File: config.mk
export PLATFORM = sky130hd
export DESIGN_NAME = ddr_refresh_sched
export DESIGN_NICKNAME = d
export VERILOG_FILES = /design/src/rtl/ddr_refresh_pkg.sv /design/src/rtl/rfs_interval_timer.sv /design/src/rtl/rfs_owed_counter.sv /design/src/rtl/rfs_exit_hold.sv /design/src/rtl/rfs_sequencer.sv /design/src/rtl/ddr_refresh_sched.sv
export SDC_FILE = /design/constraint.sdc
export NUM_CORES = 1
export LEC_CHECK = 0
export ABC_CLOCK_PERIOD_IN_PS = 6390
export BUFFER_PORTS_ARGS = -buffer_cell sky130_fd_sc_hd__buf_2
export CAP_MARGIN = 20
export CORE_MARGIN = 8
export CORE_UTILIZATION = 40
export CTS_CLUSTER_SIZE = 30
export DETAILED_ROUTE_END_ITERATION = 8
export PLACE_DENSITY_LB_ADDON = 0.25
export SLEW_MARGIN = 5
export SYNTH_ARGS = -nofsm -noshare
export SYNTH_HDL_FRONTEND = slang
export SYNTH_SLANG_ARGS = --single-unit
export TNS_END_PERCENT = 10
File: constraint.sdc
create_clock -name clk -period 6.39 [get_ports clk]
set_input_delay 1.278 -clock clk [delete_from_list [all_inputs] [get_ports clk]]
set_output_delay 1.278 -clock clk [all_outputs]
set_load 0.02 [all_outputs]
File: src/rtl/ddr_refresh_pkg.sv
package ddr_refresh_pkg;
  typedef enum logic [1:0] {
    CMD_NOP  = 2'd0,
    CMD_PREA = 2'd1,
    CMD_AREF = 2'd2,
    CMD_SREF = 2'd3
  } rfs_cmd_e;

  typedef enum logic [2:0] {
    ST_IDLE,
    ST_PRE,
    ST_RPW,
    ST_AREF,
    ST_RFCW,
    ST_SREF,
    ST_SLEEP
  } rfs_state_e;
endpackage

File: src/rtl/rfs_interval_timer.sv
module rfs_interval_timer #(
  parameter int REFI_CLKS = 1040
) (
  input  logic clk,
  input  logic rst_n,
  input  logic run,
  output logic tick
);
  localparam int TW = $clog2(REFI_CLKS);

  logic [TW-1:0] cnt;

  assign tick = run && (cnt == TW'(REFI_CLKS - 1));

  always_ff @(posedge clk) begin
    if (!rst_n)          cnt <= '0;
    else if (!run || tick) cnt <= '0;
    else                 cnt <= cnt + 1'b1;
  end
endmodule

File: src/rtl/rfs_owed_counter.sv
module rfs_owed_counter #(
  parameter int MAX_OWED = 8,
  localparam int CW = $clog2(MAX_OWED + 1)
) (
  input  logic          clk,
  input  logic          rst_n,
  input  logic          tick,
  input  logic          issued,
  input  logic          clear,
  output logic [CW-1:0] owed,
  output logic          urgent
);
  assign urgent = (owed == CW'(MAX_OWED));

  always_ff @(posedge clk) begin
    if (!rst_n) owed <= '0;
    else if (clear) owed <= '0;
    else begin
      case ({tick, issued})
        2'b10:   if (owed != CW'(MAX_OWED)) owed <= owed + 1'b1;
        2'b01:   if (owed != '0) owed <= owed - 1'b1;
        default: owed <= owed;
      endcase
    end
  end
endmodule

File: src/rtl/rfs_exit_hold.sv
module rfs_exit_hold #(
  parameter int WAKE_NR_CLKS = 10,
  parameter int WAKE_RD_CLKS = 200
) (
  input  logic clk,
  input  logic rst_n,
  input  logic wake,
  output logic hold_nonread,
  output logic hold_read
);
  localparam int HW = $clog2(WAKE_RD_CLKS + 1);

  logic [HW-1:0] cnt;

  assign hold_read    = (cnt != '0);
  assign hold_nonread = (cnt > HW'(WAKE_RD_CLKS - WAKE_NR_CLKS));

  always_ff @(posedge clk) begin
    if (!rst_n)         cnt <= '0;
    else if (wake)      cnt <= HW'(WAKE_RD_CLKS);
    else if (cnt != '0) cnt <= cnt - 1'b1;
  end
endmodule

File: src/rtl/rfs_sequencer.sv
module rfs_sequencer
  import ddr_refresh_pkg::*;
#(
  parameter int RP_CLKS  = 3,
  parameter int RFC_CLKS = 10
) (
  input  logic     clk,
  input  logic     rst_n,
  input  logic     owed_nz,
  input  logic     urgent,
  input  logic     gnt,
  input  logic     sr_req,
  input  logic     hold_nr,
  output rfs_cmd_e cmd,
  output logic     cke,
  output logic     req,
  output logic     issued,
  output logic     clear,
  output logic     wake
);
  localparam int WMAX = (RFC_CLKS > RP_CLKS) ? RFC_CLKS : RP_CLKS;
  localparam int WW   = $clog2(WMAX);

  rfs_state_e    state, nxt;
  logic [WW-1:0] wcnt;
  logic          to_sleep;
  logic          idle, start_ref, start_sr;

  assign idle      = (state == ST_IDLE);
  assign start_ref = idle && !hold_nr && owed_nz && (gnt || urgent);
  assign start_sr  = idle && !hold_nr && !owed_nz && sr_req && gnt;

  always_comb begin
    nxt = state;
    case (state)
      ST_IDLE:  if (start_ref || start_sr) nxt = ST_PRE;
      ST_PRE:   nxt = ST_RPW;
      ST_RPW:   if (wcnt == '0) nxt = to_sleep ? ST_SREF : ST_AREF;
      ST_AREF:  nxt = ST_RFCW;
      ST_RFCW:  if (wcnt == '0) nxt = ST_IDLE;
      ST_SREF:  nxt = ST_SLEEP;
      ST_SLEEP: if (!sr_req) nxt = ST_IDLE;
      default:  nxt = ST_IDLE;
    endcase
  end

  always_ff @(posedge clk) begin
    if (!rst_n) begin
      state    <= ST_IDLE;
      wcnt     <= '0;
      to_sleep <= 1'b0;
    end else begin
      state <= nxt;
      if (state == ST_PRE)       wcnt <= WW'(RP_CLKS - 2);
      else if (state == ST_AREF) wcnt <= WW'(RFC_CLKS - 2);
      else if (wcnt != '0)       wcnt <= wcnt - 1'b1;
      if (start_sr)       to_sleep <= 1'b1;
      else if (start_ref) to_sleep <= 1'b0;
    end
  end

  always_comb begin
    case (state)
      ST_PRE:  cmd = CMD_PREA;
      ST_AREF: cmd = CMD_AREF;
      ST_SREF: cmd = CMD_SREF;
      default: cmd = CMD_NOP;
    endcase
  end

  assign cke    = !((state == ST_SREF) || (state == ST_SLEEP));
  assign issued = (state == ST_AREF);
  assign clear  = (state == ST_SREF);
  assign wake   = (state == ST_SLEEP) && !sr_req;
  assign req    = !idle || (!hold_nr && (owed_nz || sr_req));
endmodule

File: src/rtl/ddr_refresh_sched.sv
module ddr_refresh_sched
  import ddr_refresh_pkg::*;
#(
  parameter int REFI_CLKS    = 1040,
  parameter int RP_CLKS      = 3,
  parameter int RFC_CLKS     = 10,
  parameter int MAX_OWED     = 8,
  parameter int WAKE_NR_CLKS = 10,
  parameter int WAKE_RD_CLKS = 200
) (
  input  logic                            clk,
  input  logic                            rst_n,
  input  logic                            sr_req,
  input  logic                            ref_gnt,
  output logic                            ref_req,
  output logic                            ref_urgent,
  output logic [1:0]                      cmd,
  output logic                            cke,
  output logic [$clog2(MAX_OWED+1)-1:0]   owed,
  output logic                            hold_nonread,
  output logic                            hold_read
);
  logic     tick, issued, clear, wake;
  rfs_cmd_e cmd_e;

  rfs_interval_timer #(.REFI_CLKS(REFI_CLKS)) u_timer (
    .clk  (clk),
    .rst_n(rst_n),
    .run  (cke),
    .tick (tick)
  );

  rfs_owed_counter #(.MAX_OWED(MAX_OWED)) u_owed (
    .clk   (clk),
    .rst_n (rst_n),
    .tick  (tick),
    .issued(issued),
    .clear (clear),
    .owed  (owed),
    .urgent(ref_urgent)
  );

  rfs_exit_hold #(
    .WAKE_NR_CLKS(WAKE_NR_CLKS),
    .WAKE_RD_CLKS(WAKE_RD_CLKS)
  ) u_hold (
    .clk         (clk),
    .rst_n       (rst_n),
    .wake        (wake),
    .hold_nonread(hold_nonread),
    .hold_read   (hold_read)
  );

  rfs_sequencer #(
    .RP_CLKS (RP_CLKS),
    .RFC_CLKS(RFC_CLKS)
  ) u_seq (
    .clk    (clk),
    .rst_n  (rst_n),
    .owed_nz(owed != '0),
    .urgent (ref_urgent),
    .gnt    (ref_gnt),
    .sr_req (sr_req),
    .hold_nr(hold_nonread),
    .cmd    (cmd_e),
    .cke    (cke),
    .req    (ref_req),
    .issued (issued),
    .clear  (clear),
    .wake   (wake)
  );

  assign cmd = cmd_e;
endmodule

After elaboration in Yosys (flattened, before gate mapping):

Cells that the tools add are included.

* flip-flop bits (word level): 31
* output and inout port bits: 11
* bits in writable memories: 0
* memories: 0
* bits in latches: 0
* memory bits (read-only): 0
* input port bits: 4
* word-level logic and storage cells: 87

* $add $sub $neg: 5
* divide/modulo/power cells: 0
* bitwise logic cells: 1
* multipliers: 0
* shifts and indexed selects: 0
* reduce and logical (&&, ||, !) cells: 37
* equal/unequal tests: 17
* multiplexer cells: 17
* order comparisons: 1

Operators with widths (count)
* 3-bit case mux with 7 select lines: 1
* 4-bit two-way mux: 4
* 8-bit two-way mux: 2
* 3-bit two-way mux: 5
* 11-bit by 1-bit adder with 11-bit output (second input constant): 1
* 11-bit == test (second input constant): 1
* 3-bit == test (second input constant): 3
* 1-bit logical AND: 9
* 8-bit greater-than comparator (second input constant): 1
* 2-bit by 1-bit inequality test with 1-bit output (second input constant): 4
* 4-bit case mux with 2 select lines: 1
* 2-bit nonzero test: 4
* 4-bit nonzero test: 2
* 8-bit nonzero test: 1
* 2-bit OR reduction: 4
* 4-bit by 1-bit subtractor with 4-bit output (second input constant): 2
* 8-bit by 1-bit subtractor with 8-bit output (second input constant): 1
* 3-bit by 2-bit == test with 1-bit output (second input constant): 2
* 1-bit logical OR: 6
* 2-bit case mux with 3 select lines: 1
* 1-bit zero test: 5
* 4-bit by 1-bit adder with 4-bit output (second input constant): 1
* 4-bit == test (second input constant): 1
* 4-bit zero test: 1
* 12 further kinds: 15

Depth between registers and ports, before layout:

Gate-level depths: netlist of run 1.

* word-level depth: 9
* gate-level depth with buffers: 10
* depth with buffers taken out: 10

By module:

From an unflattened synthesis of run 1, not the netlist that was laid out.

* cells, all modules: 199
* area, all modules: 1808.0 sq um

Modules (own cells, without submodules)
* rfs_sequencer: area each 546.8 sq um, cells each 65, sequential area each 160.2 sq um, times used 1
* rfs_interval_timer: area each 506.7 sq um, cells each 54, sequential area each 220.2 sq um, times used 1
* rfs_exit_hold: area each 478.0 sq um, cells each 50, sequential area each 160.2 sq um, times used 1
* rfs_owed_counter: area each 269.0 sq um, cells each 29, sequential area each 80.1 sq um, times used 1
* ddr_refresh_sched: area each 7.5 sq um, cells each 1, sequential area each 0.0 sq um, times used 1

Worst setup path after synthesis of run 1:

Ideal clock, no wire load.

* path kind: register -> output
* from: register u_hold.cnt[0]
* to: output port ref_req
* path slack: 3.392 ns
* required time: 5.112 ns
* path buffers: 0
* cell stages (with the launch flop): 5
* arrival: 1.720 ns
* cell sequence: dfxtp_1 > inv_1 > ha_1 > o31ai_1 > o21bai_1

* longest elaborated chain between the ends: 4

RTL lines
* start, declared: line rfs_exit_hold.sv:13 `logic [HW-1:0] cnt;`
* start signal, assigned: line rfs_exit_hold.sv:20 `else if (wake) cnt <= HW'(WAKE_RD_CLKS);`
* start signal, assigned: line rfs_exit_hold.sv:21 `else if (cnt != '0) cnt <= cnt - 1'b1;`
* 8-bit greater-than comparator: line rfs_exit_hold.sv:16 `assign hold_nonread = (cnt > HW'(WAKE_RD_CLKS - WAKE_NR_CLKS));`
* named net hold_nonread: line ddr_refresh_sched.sv:20 `output logic hold_nonread,`
* 1-bit zero test: line rfs_sequencer.sv:75 `assign req = !idle || (!hold_nr && (owed_nz || sr_req));`
* 1-bit logical AND: line rfs_sequencer.sv:75
* 1-bit logical OR: line rfs_sequencer.sv:75
* end, declared: line ddr_refresh_sched.sv:15 `output logic ref_req,`

The timed path passes the listed nets, and every way through them passes these cells.

Worst setup path in the final report of run 1:

* from: register u_hold.cnt[0]
* to: output port hold_read

* longest elaborated chain between the ends: 1

RTL lines
* 8-bit nonzero test: line rfs_exit_hold.sv:15 `assign hold_read = (cnt != '0);`
* end, declared: line ddr_refresh_sched.sv:21 `output logic hold_read`

No other way between the ends.

==> impl_metrics.py, run 1 <==
metrics = {
    "outcome": {
        "outcome": "completed",
    },
    "worst_setup_path": {
        "ff2ff_path_depth": 10,
        "start_kind": "register",
        "path_cells": "inv_1 -> ha_1 -> nor4b_1 -> nand2_1 -> buf_2",
        "r2r-end": "u_owed.owed[3]",
        "cp_slowest_cell": "nor4b_1",
        "r2r_slack_ns": 3.75,
        "critPathKind": "register to output pin",
        "required_ns": 5.11,
        "rr_startpoint": "u_timer.cnt[0]",
        "cp_max_fo": 7,
        "max_stage_delay_ns": 0.45,
        "cp-end-kind": "output pin",
        "cp_data_arrival_time_ns": 1.89,
    },
    "yosys": {
        "synth_ff_type": "dfxtp_1",
        "yosysSeqAreaShare_pct": 37.32,
        "async_flop_share_pct": 0,
        "synth_area_leader_cell": "dfxtp_1",
        "synth-seq-cells": 31,
        "yosysUniqueCellTypes": 38,
        "synth_common_cells": "dfxtp_1 (31), nor2_1 (26), nand2_1 (20)",
        "synth_edf_count": 0,
        "synth.area.top_cells": "dfxtp_1 (37%), xnor2_1 (6.8%), ha_1 (6.8%), nor2_1 (5.9%), nand2_1 (4.5%)",
        "avgSynthCellArea_um2": 8.191,
        "synth.most_common_cell": "dfxtp_1",
        "syn_inst": 203,
        "synthesis.nets": 217,
        "synth_top_area_share_pct": 37.32,
        "ys_warn_count": 0,
        "synth_area_mm2": 0.001663,
    },
    "hold_path": {
        "holdPathEnd": "u_timer.cnt[0]",
        "holdPathStages": 1,
        "min_from": "u_timer.cnt[0]",
        "hp-class": "register to register",
    },
    "timing": {
        "hold_viol": 0,
        "setup_violations": 0,
        "worstMarginPinSlew_ns": 0.6583,
        "setup_tns_ns": 0,
        "skew_ns": 0.007632,
        "fin_crit_ns": 3.168,
        "finalWorstSetupSlack_ns": 3.222,
        "final.period_utilization_pct": 49.58,
        "whs_ns": 0.4437,
        "slew_viol_final": 0,
        "slew_headroom_pct": 56.02,
        "fmax_mhz": 315.6,
        "rsz0062_at_grt": "false",
    },
    "global_route": {
        "gr-total-overflow": 0,
        "grt.busiest_layer": "met2",
        "grt_pass1_vias": 1292,
        "use_met3_pct": 3.683,
        "antenna_found_initial": 0,
        "met1_usage_pct": 11.78,
        "grt_max_degree": 12,
        "grt_pass1_wl_um": 5582,
        "grtUsageTotal_pct": 10.80,
        "met2_usage_pct": 18.36,
    },
    "drt": {
        "ant_nets": 0,
        "dr.pass1.iters": 4,
        "drc": 0,
        "drtIter0Drc": 71,
        "vias": 1354,
        "viasPerCell": 4.996,
        "wl_um": 3162,
        "avgRoutedWirePerCell_um": 11.67,
    },
    "cts": {
        "cts_tree": "yes",
        "clockRootBuffer": "clkbuf_8",
        "cts_resized": 0,
        "cts_buffers": 5,
        "cts_hold_buf": 0,
        "cts_max_level": 2,
        "clk_path_buf_depth": 2,
        "cts_sinks": 31,
        "post_cts_buffers": 0,
        "insertion_delay_ns": 0.28,
        "cts.clk_slew.worst_paths_ns": 0.06,
    },
    "cells_and_area": {
        "synthToLayoutAreaGrowth_pct": 12.94,
        "finalNonFillerCells": 271,
        "drive_gt1_share_pct": 11.31,
        "insertedDiodeCount": 0,
        "final_nets": 234,
    },
    "floorplanning": {
        "dieArea_mm2": 0.006476,
        "die_h_um": 80.48,
        "initial_utilization_pct": 41.57,
        "rows": 23,
        "io_pins": 15,
        "die_x_um": 80.48,
        "fp.coreArea_mm2": 0.004000,
    },
    "job": {
        "max-cap-violations": 0,
    },
    "place": {
        "place_inst": 263,
        "pre_cts_ws_ns": 3.264,
        "numPortBuffers": 14,
        "globalplace.congestion": 0.7385,
        "dp_hpwl_um": 2359,
    },
    "power_and_ir_drop": {
        "p_seq_share_pct": 40.8,
        "p_per_area_mw_per_mm2": 341.7,
        "combPwrFrac_pct": 33.1,
        "p_switching_w": 0.0002199,
        "internal_power_w": 0.0004218,
        "peakVddDrop_v": 0.0001315,
        "clkPwrFrac_pct": 26.2,
        "p_sw_share_pct": 34.27,
        "cellLeakagePower_nw": 0.7363,
    },
}
-- through the flow --
step	power (W)	utilization (%)	instance area [um^2]
finish	0.0006418	46.95	1878
global route	0.0006923	46.95	1878
CTS	0.0006507	46.95	1878
detailed placement	0.0004793	44.45	1778
global placement	0.0004776	44.45	1778
floorplan	0.0004340	-	1663
-- logic make-up (layout without fill, tap and decap cells) --
| kind of cell | after synthesis | count (layout) | synth area share, % |
|---|---|---|---|
| AO/OA/AOI/OAI | 30 | 30 | 11.36 |
| AND/OR/NAND/NOR | 94 | 94 | 28.37 |
| adder cells (fa/ha/maj) | 10 | 10 | 7.976 |
| multiplexers | 3 | 3 | 1.806 |
| XOR/XNOR | 17 | 17 | 8.954 |
| buffers and inverters | 18 | 36 | 4.214 |
| flip-flops | 31 | 31 | 37.32 |
-- registers in the layout (all words and copies together), names as in the netlist --
signal and flops:
u_timer.cnt 11, u_seq.wcnt 4, u_hold.cnt 8, u_owed.owed 4, u_seq.state 3, u_seq.to_sleep 1
-- worst max-delay path, delay by kind of cell (launching register included) --
family	cells	cell delay, ns
buffers and inverters	2	0.32
adder cells (fa/ha/maj)	1	0.20
flip-flops	1	0.33
AND/OR/NAND/NOR	2	0.75
-- layout by cell type (no fill, tap or decap), types with 2 or more instances in the layout --
| cell | instances |
|---|---|
| a211oi_1 | 4 |
| a21oi_1 | 11 |
| and2_1 | 2 |
| and3_1 | 2 |
| buf_2 | 14 |
| clkbuf_8 | 7 |
| dfxtp_1 | 31 |
| ha_1 | 9 |
| inv_1 | 14 |
| mux2i_1 | 3 |
| nand2_1 | 20 |
| nand2b_1 | 4 |
| nand3_1 | 8 |
| nand3b_1 | 2 |
| nor2_1 | 26 |
| nor2b_1 | 4 |
| nor3_1 | 11 |
| nor3b_1 | 3 |
| nor4b_1 | 2 |
| o21ai_0 | 3 |
| o21ai_1 | 2 |
| o21bai_1 | 2 |
| o31ai_1 | 3 |
| or3_1 | 2 |
| or4_1 | 3 |
| xnor2_1 | 13 |
| xor2_1 | 4 |
-- layout make-up --
class	instances	area, um^2
clock buffer	8	100.1
multi-input combinational	154	972.2
tap	50	62.56
sequential	31	620.6
timing repair buffer	14	70.07
inverter	14	52.55
fill	399	2122
-- routing by layer --
layer	vias to the layer above	share of wire (%)	routed length (um)
met5	-	0	0
li1	727	-	-
met3	5	2.6	83
met1	615	47	1497
met4	0	1.3	42
met2	7	49	1539
-- worst max-delay path by stage --
stage                        startpoint         to  slack [ns]  cells past startpoint
after floorplan           u_hold.cnt[0]    ref_req        3.39                      4
after global placement           sr_req    ref_req        3.30                      4
after detailed placement         sr_req    ref_req        3.26                      4
after CTS                 u_hold.cnt[0]  hold_read        3.23                      5
after global routing      u_hold.cnt[0]  hold_read        3.05                      5
final                     u_hold.cnt[0]  hold_read        3.22                      5
-- power groups by stage --
stage | logic [W] | registers, W | clock network (W)
5_1_grt | 0.000245 | 0.000267 | 0.000181
3_3_place_gp | 0.000213 | 0.000265 | 0
2_1_floorplan | 0.000178 | 0.000256 | 0
3_5_place_dp | 0.000214 | 0.000266 | 0
4_1_cts | 0.000216 | 0.000261 | 0.000174
6_report | 0.000212 | 0.000262 | 0.000168
No activity file was read; power rests on OpenSTA's default activity.
==> inputs of run 2 (changes only) <==
--- a/config.mk
+++ b/config.mk
@@ -5,7 +5,8 @@
 export SDC_FILE = /design/constraint.sdc
 export NUM_CORES = 1
 export LEC_CHECK = 0
-export ABC_CLOCK_PERIOD_IN_PS = 6390
+export ABC_AREA = 1
+export ABC_CLOCK_PERIOD_IN_PS = 2950
 export BUFFER_PORTS_ARGS = -buffer_cell sky130_fd_sc_hd__buf_2
 export CAP_MARGIN = 20
 export CORE_MARGIN = 8
==> constraint.sdc (replaced) <==
create_clock -name clk -period 2.95 [get_ports clk]
set_input_delay 0.59 -clock clk [delete_from_list [all_inputs] [get_ports clk]]
set_output_delay 0.59 -clock clk [all_outputs]
set_load 0.02 [all_outputs]
==> run 2 against run 1 <==
Compared with the run above:
- clock skew down 0.0031 ns
- non-clock buffer count is the same
- worst hold slack better by 0.024 ns
- critical path type is now register to register
- largest power group is now combinational logic
- highest routed layer unchanged
==> impl_metrics.py, run 2 <==
metrics = {
    "outcome": {
        "outcome": "completed",
    },
    "place": {
        "dp_hpwl_um": 2739,
        "numPortBuffers": 14,
        "placed_area_mm2": 0.001922,
        "place_inst": 313,
        "globalplace.congestion": 0.7990,
    },
    "yosys": {
        "synth_common_cells": "nand2_1 (53), inv_1 (34), dfxtp_1 (31)",
        "synth_edf_count": 0,
        "synth-simple-area-share_pct": 35.18,
        "synth-seq-cells": 31,
        "synth_top_family_by_area": "simple AND/OR/NAND/NOR gates",
        "synthAdderAreaFrac_pct": 7.326,
        "ys_warn_count": 0,
        "yosysSeqAreaShare_pct": 34.28,
        "yosysUniqueCellTypes": 35,
        "synth_top_area_share_pct": 34.28,
        "synth_compound_area_share_pct": 9.537,
        "synth.area.mux_share_pct": 0,
        "synth_area_leader_cell": "dfxtp_1",
        "synth.most_common_cell": "nand2_1",
        "synth.area.top_cells": "dfxtp_1 (34%), nand2_1 (11%), inv_1 (7.0%), ha_1 (6.2%), nor2_1 (4.8%)",
        "avgSynthCellArea_um2": 7.242,
        "synthesis.nets": 264,
        "async_flop_share_pct": 0,
        "synthXorXnorAreaFrac_pct": 3.870,
        "synth_ff_type": "dfxtp_1",
        "syn_inst": 250,
        "synth_area_mm2": 0.001810,
    },
    "worst_setup_path": {
        "cp-end-kind": "register",
        "path_cells": "ha_1 -> nand2_2 -> nor2_4 -> nand3_1 -> nor2_1 -> inv_1 -> ha_1 -> ha_1 -> a21oi_1 -> nand2_1 -> xnor2_1 -> nand2_1 -> a21oi_1",
        "required_ns": 3.17,
        "max_stage_delay_ns": 0.37,
        "rr_startpoint": "u_timer.cnt[0]",
        "ff2ff_path_depth": 13,
        "start_kind": "register",
        "path_common_cell": "ha_1",
        "cp_data_arrival_time_ns": 2.59,
        "r2r_slack_ns": 0.58,
        "cp_max_fo": 5,
        "r2r-end": "u_owed.owed[3]",
        "critPathKind": "register to register",
        "cp_slowest_cell": "dfxtp_1",
    },
    "floorplanning": {
        "die_x_um": 83.28,
        "dieArea_mm2": 0.006935,
        "rows": 24,
        "die_h_um": 83.28,
        "io_pins": 15,
        "fp.coreArea_mm2": 0.004354,
        "initial_utilization_pct": 41.58,
    },
    "cts": {
        "cts_buffers": 5,
        "post_cts_buffers": 0,
        "cts_hold_buf": 0,
        "cts_max_level": 2,
        "cts.clk_slew.worst_paths_ns": 0.06,
        "insertion_delay_ns": 0.28,
        "clockRootBuffer": "clkbuf_8",
        "clk_path_buf_depth": 2,
        "cts_tree": "yes",
        "cts_sinks": 31,
        "cts_resized": 0,
    },
    "hold_path": {
        "min_from": "u_timer.cnt[0]",
        "holdPathStages": 1,
        "hp-class": "register to register",
        "holdPathEnd": "u_timer.cnt[0]",
    },
    "cells_and_area": {
        "final_common_cell": "nand2_1",
        "post-route-cell-area_mm2": 0.002022,
        "largest_reg_flops": 11,
        "fillCellCount": 455,
        "reg_top3": "u_timer.cnt (11), u_hold.cnt (8)",
        "synthToLayoutAreaGrowth_pct": 11.68,
        "drive_gt1_share_pct": 18.96,
        "finalNonFillerCells": 321,
        "layout_common_cells": "nand2_1 (53), inv_1 (34), dfxtp_1 (31)",
        "top_register": "u_timer.cnt",
        "final_nets": 282,
        "insertedDiodeCount": 0,
    },
    "drt": {
        "wl_met1_um": 1688,
        "vias": 1547,
        "drtIter0Drc": 74,
        "top_layer_used": "met4",
        "met2WireLength_um": 1531,
        "dr.pass1.iters": 4,
        "wl_um": 3443,
        "viasPerCell": 4.819,
        "avgRoutedWirePerCell_um": 10.73,
        "drc": 0,
        "met3_length_um": 152,
        "ant_nets": 0,
    },
    "timing": {
        "slew_viol_final": 0,
        "rsz0062_at_grt": "false",
        "skew_ns": 0.004509,
        "setup_violations": 0,
        "fmax_mhz": 422.0,
        "setup_tns_ns": 0,
        "final.period_utilization_pct": 80.33,
        "hold_viol": 0,
        "slew_headroom_pct": 71.33,
        "worstMarginPinSlew_ns": 0.4285,
        "fin_crit_ns": 2.370,
    },
    "job": {
        "max-cap-violations": 0,
    },
    "global_route": {
        "grtUsageTotal_pct": 10.81,
        "grt_pass1_wl_um": 6320,
        "antenna_found_initial": 0,
        "grt_max_degree": 12,
        "grt_pass1_vias": 1457,
        "gr-total-overflow": 0,
    },
    "power_and_ir_drop": {
        "p_per_area_mw_per_mm2": 791.5,
        "cellLeakagePower_nw": 0.9084,
        "finalPower_w": 0.001600,
        "peakVddDrop_v": 0.0004106,
    },
}
-- run 2: power breakdown --
part | internal, W | total [W] | switching, W | leakage, nW
logic | 0.000234 | 0.000651 | 0.000416 | 0.604
registers | 0.000505 | 0.000582 | 0.0000775 | 0.253
clock network | 0.000213 | 0.000367 | 0.000155 | 0.0515
-- run 2: worst max-delay path by stage --
stage                   start             end  depth (start not counted)
2_1_floorplan  u_timer.cnt[0]  u_owed.owed[3]                         13
3_3_place_gp   u_timer.cnt[0]  u_owed.owed[3]                         13
3_5_place_dp   u_timer.cnt[0]  u_owed.owed[3]                         13
4_1_cts        u_timer.cnt[0]  u_owed.owed[3]                         13
5_1_grt        u_timer.cnt[0]  u_owed.owed[3]                         13
6_report       u_timer.cnt[0]  u_owed.owed[3]                         13
-- run 2: metrics by stage --
step                      setup WS (ns)  utilization, %  hold slack, ns
after floorplan                  0.7860               -          0.4302
after global placement           0.6478           44.14          0.4481
after detailed placement         0.5834           44.14          0.4717
after CTS                        0.5694           46.44          0.4862
after global routing             0.3218           46.44          0.5195
final                            0.5803           46.44          0.4682
-- run 2: area by class of cell --
| cell class | count | area, um^2 | share of cell area [%] |
|---|---|---|---|
| clock buffer | 8 | 100.1 | 4.950 |
| inverter | 41 | 153.9 | 7.611 |
| multi-input combinational | 175 | 1012 | 50.06 |
| sequential | 31 | 620.6 | 30.69 |
| tap | 52 | 65.06 | 3.218 |
| timing repair buffer | 14 | 70.07 | 3.465 |
-- run 2: per-layer routing --
layer  track usage (%)  up-vias
met5                 0        -
met4             5.112        0
met3             4.590        8
met2             17.33       17
met1             12.02      686
li1                  -      836
-- run 2: critical path: cells and delay by family (launching register included) --
kind | cells | cell delay, ns
fa+ha+maj | 3 | 0.86
simple gates | 6 | 0.64
flops | 1 | 0.37
compound gates | 2 | 0.26
xor+xnor | 1 | 0.13
buf+inv | 1 | 0.06
-- run 2: kinds of logic after synthesis --
kind of cell / Yosys count
flip-flops: 31
AO/OA/AOI/OAI: 30
adder cells (fa/ha/maj): 10
XOR/XNOR: 8
AND/OR/NAND/NOR: 127
buffers and inverters: 44
==> inputs of run 3 (changes only) <==
--- a/config.mk
+++ b/config.mk
@@ -6,7 +6,7 @@
 export NUM_CORES = 1
 export LEC_CHECK = 0
 export ABC_AREA = 1
-export ABC_CLOCK_PERIOD_IN_PS = 2950
+export ABC_CLOCK_PERIOD_IN_PS = 2400
 export BUFFER_PORTS_ARGS = -buffer_cell sky130_fd_sc_hd__buf_2
 export CAP_MARGIN = 20
 export CORE_MARGIN = 8
==> constraint.sdc (replaced) <==
create_clock -name clk -period 2.4 [get_ports clk]
set_input_delay 0.48 -clock clk [delete_from_list [all_inputs] [get_ports clk]]
set_output_delay 0.48 -clock clk [all_outputs]
set_load 0.02 [all_outputs]
==> run 3 against run 2 <==
Compared with the run above:
- clock-buffer cell count shrank 3
- flip-flop and latch count unchanged
- global-route usage fell by 0.50 points
- critical path depth is the same
- wire length rose by 4.1%
- worst setup slack worse by 0.37 ns
- maximum frequency is 8.3% higher
- via count rose by 0.39%
- first-iteration DRC count fell by 45%
- power rose by 20%
- critical path type unchanged
- clock power up 5.7%
==> impl_metrics.py, run 3 (synthesized netlist as in run 2, its figures left out) <==
metrics = {
    "timing": {
        "fin_crit_ns": 2.187,
        "finalWorstSetupSlack_ns": 0.2126,
        "setup_violations": 0,
        "slew_headroom_pct": 69.87,
        "rsz0062_at_grt": "false",
        "worstMarginPinSlew_ns": 0.4503,
        "hold_viol": 0,
        "whs_ns": 0.4597,
        "setup_tns_ns": 0,
        "slew_viol_final": 0,
        "skew_ns": 0.003332,
        "fmax_mhz": 457.2,
        "final.period_utilization_pct": 91.14,
    },
    "floorplanning": {
        "fp.coreArea_mm2": 0.004354,
        "initial_utilization_pct": 41.58,
        "rows": 24,
        "die_x_um": 83.28,
        "dieArea_mm2": 0.006935,
        "die_h_um": 83.28,
        "io_pins": 15,
    },
    "cts": {
        "cts_max_level": 2,
        "cts_sinks": 31,
        "cts_buffers": 5,
        "cts_hold_buf": 0,
        "insertion_delay_ns": 0.28,
        "clockRootBuffer": "clkbuf_8",
        "cts_tree": "yes",
        "cts.clk_slew.worst_paths_ns": 0.07,
        "clk_path_buf_depth": 2,
    },
    "cells_and_area": {
        "top_register": "u_timer.cnt",
        "final_common_cell": "nand2_1",
        "finalNonFillerCells": 323,
        "reg_top3": "u_timer.cnt (11), u_hold.cnt (8)",
        "layout_common_cells": "nand2_1 (53), inv_1 (34), dfxtp_1 (31)",
        "drive_gt1_share_pct": 21.03,
        "fillCellCount": 443,
        "largest_reg_flops": 11,
        "insertedDiodeCount": 0,
        "synthToLayoutAreaGrowth_pct": 12.58,
        "final_nets": 284,
    },
    "place": {
        "dp_hpwl_um": 2841,
        "pre_cts_ws_ns": 0.08427,
        "globalplace.congestion": 0.8099,
        "place_inst": 314,
        "numPortBuffers": 14,
    },
    "drt": {
        "wl_met1_um": 1637,
        "dr.pass1.iters": 4,
        "met2WireLength_um": 1747,
        "ant_nets": 0,
        "vias": 1553,
        "avgRoutedWirePerCell_um": 11.09,
        "top_layer_used": "met4",
        "viasPerCell": 4.808,
        "wl_um": 3583,
        "drtIter0Drc": 41,
        "drc": 0,
        "met3_length_um": 141,
    },
    "worst_setup_path": {
        "start_kind": "register",
        "cp_data_arrival_time_ns": 2.40,
        "r2r_slack_ns": 0.21,
        "cp_slowest_cell": "dfxtp_1",
        "path_cells": "ha_1 -> nand2_2 -> nor2_4 -> nand3_1 -> nor2_2 -> inv_1 -> ha_2 -> ha_4 -> a21oi_1 -> nand2_1 -> xnor2_1 -> nand2_1 -> a21oi_1",
        "required_ns": 2.61,
        "cp_max_fo": 5,
        "cp-end-kind": "register",
        "max_stage_delay_ns": 0.37,
        "critPathKind": "register to register",
    },
    "power_and_ir_drop": {
        "peakVddDrop_v": 0.0005574,
        "cellLeakagePower_nw": 0.9092,
        "p_per_area_mw_per_mm2": 941.9,
    },
    "global_route": {
        "gr-total-overflow": 0,
        "grt_pass1_vias": 1377,
        "grtUsageTotal_pct": 10.31,
        "grt_max_degree": 12,
        "grt_pass1_wl_um": 5996,
        "antenna_found_initial": 0,
    },
    "outcome": {
        "outcome": "completed",
    },
    "hold_path": {
        "hp-class": "register to register",
    },
    "job": {
        "max-cap-violations": 0,
    },
}
## run 3: metrics by stage
stage | instance area, um^2 | util, % | power [W]
6_report | 2038 | 46.81 | 0.001920
5_1_grt | 2038 | 46.81 | 0.002089
4_1_cts | 2013 | 46.24 | 0.001944
3_5_place_dp | 1929 | 44.31 | 0.001544
3_3_place_gp | 1929 | 44.31 | 0.001533
2_1_floorplan | 1810 | - | 0.001371
## run 3: final timing paths
path / startpoint / to / cells past startpoint
max: u_timer.cnt[0] / u_owed.owed[3] / 13
min: u_timer.cnt[0] / u_timer.cnt[0] / 1
max reg2reg: u_timer.cnt[0] / u_owed.owed[3] / 13
min reg2reg: u_timer.cnt[0] / u_timer.cnt[0] / 1
## run 3: area by class of cell
cell class / count / area [um^2] / area share [%]
sequential: 31 / 620.6 / 30.45
clock inverter: 3 / 15.01 / 0.7366
clock buffer: 5 / 68.82 / 3.376
inverter: 41 / 153.9 / 7.551
multi-input combinational: 175 / 1030 / 50.52
tap: 52 / 65.06 / 3.192
timing repair buffer: 16 / 85.08 / 4.174
## run 3: power breakdown
part	leakage, nW	internal (W)	switching (W)	total (W)
Sequential	0.253	0.000621	0.0000974	0.000718
Combinational	0.608	0.000291	0.000523	0.000814
Clock	0.0477	0.000198	0.000190	0.000388
## run 3: critical path: cells and delay by family (launching register included)
family                   cells  cell delay (ns)
adder cells (fa/ha/maj)      3             0.64
AND/OR/NAND/NOR              6             0.64
flip-flops                   1             0.37
AO/OA/AOI/OAI                2             0.27
XOR/XNOR                     1             0.13
buffers and inverters        1             0.06
## run 3: timing repair
item,CTS,global route
endpoints found under the hold margin,0,0
gates resized for setup,0,3
endpoints found under the setup margin,0,1
buffers inserted,0,1
## run 3: routing by layer
| layer | global-route usage (%) | up-vias |
|---|---|---|
| met5 | 0 | - |
| met4 | 4.792 | 0 |
| li1 | - | 844 |
| met3 | 3.516 | 6 |
| met1 | 11.86 | 678 |
| met2 | 16.69 | 25 |
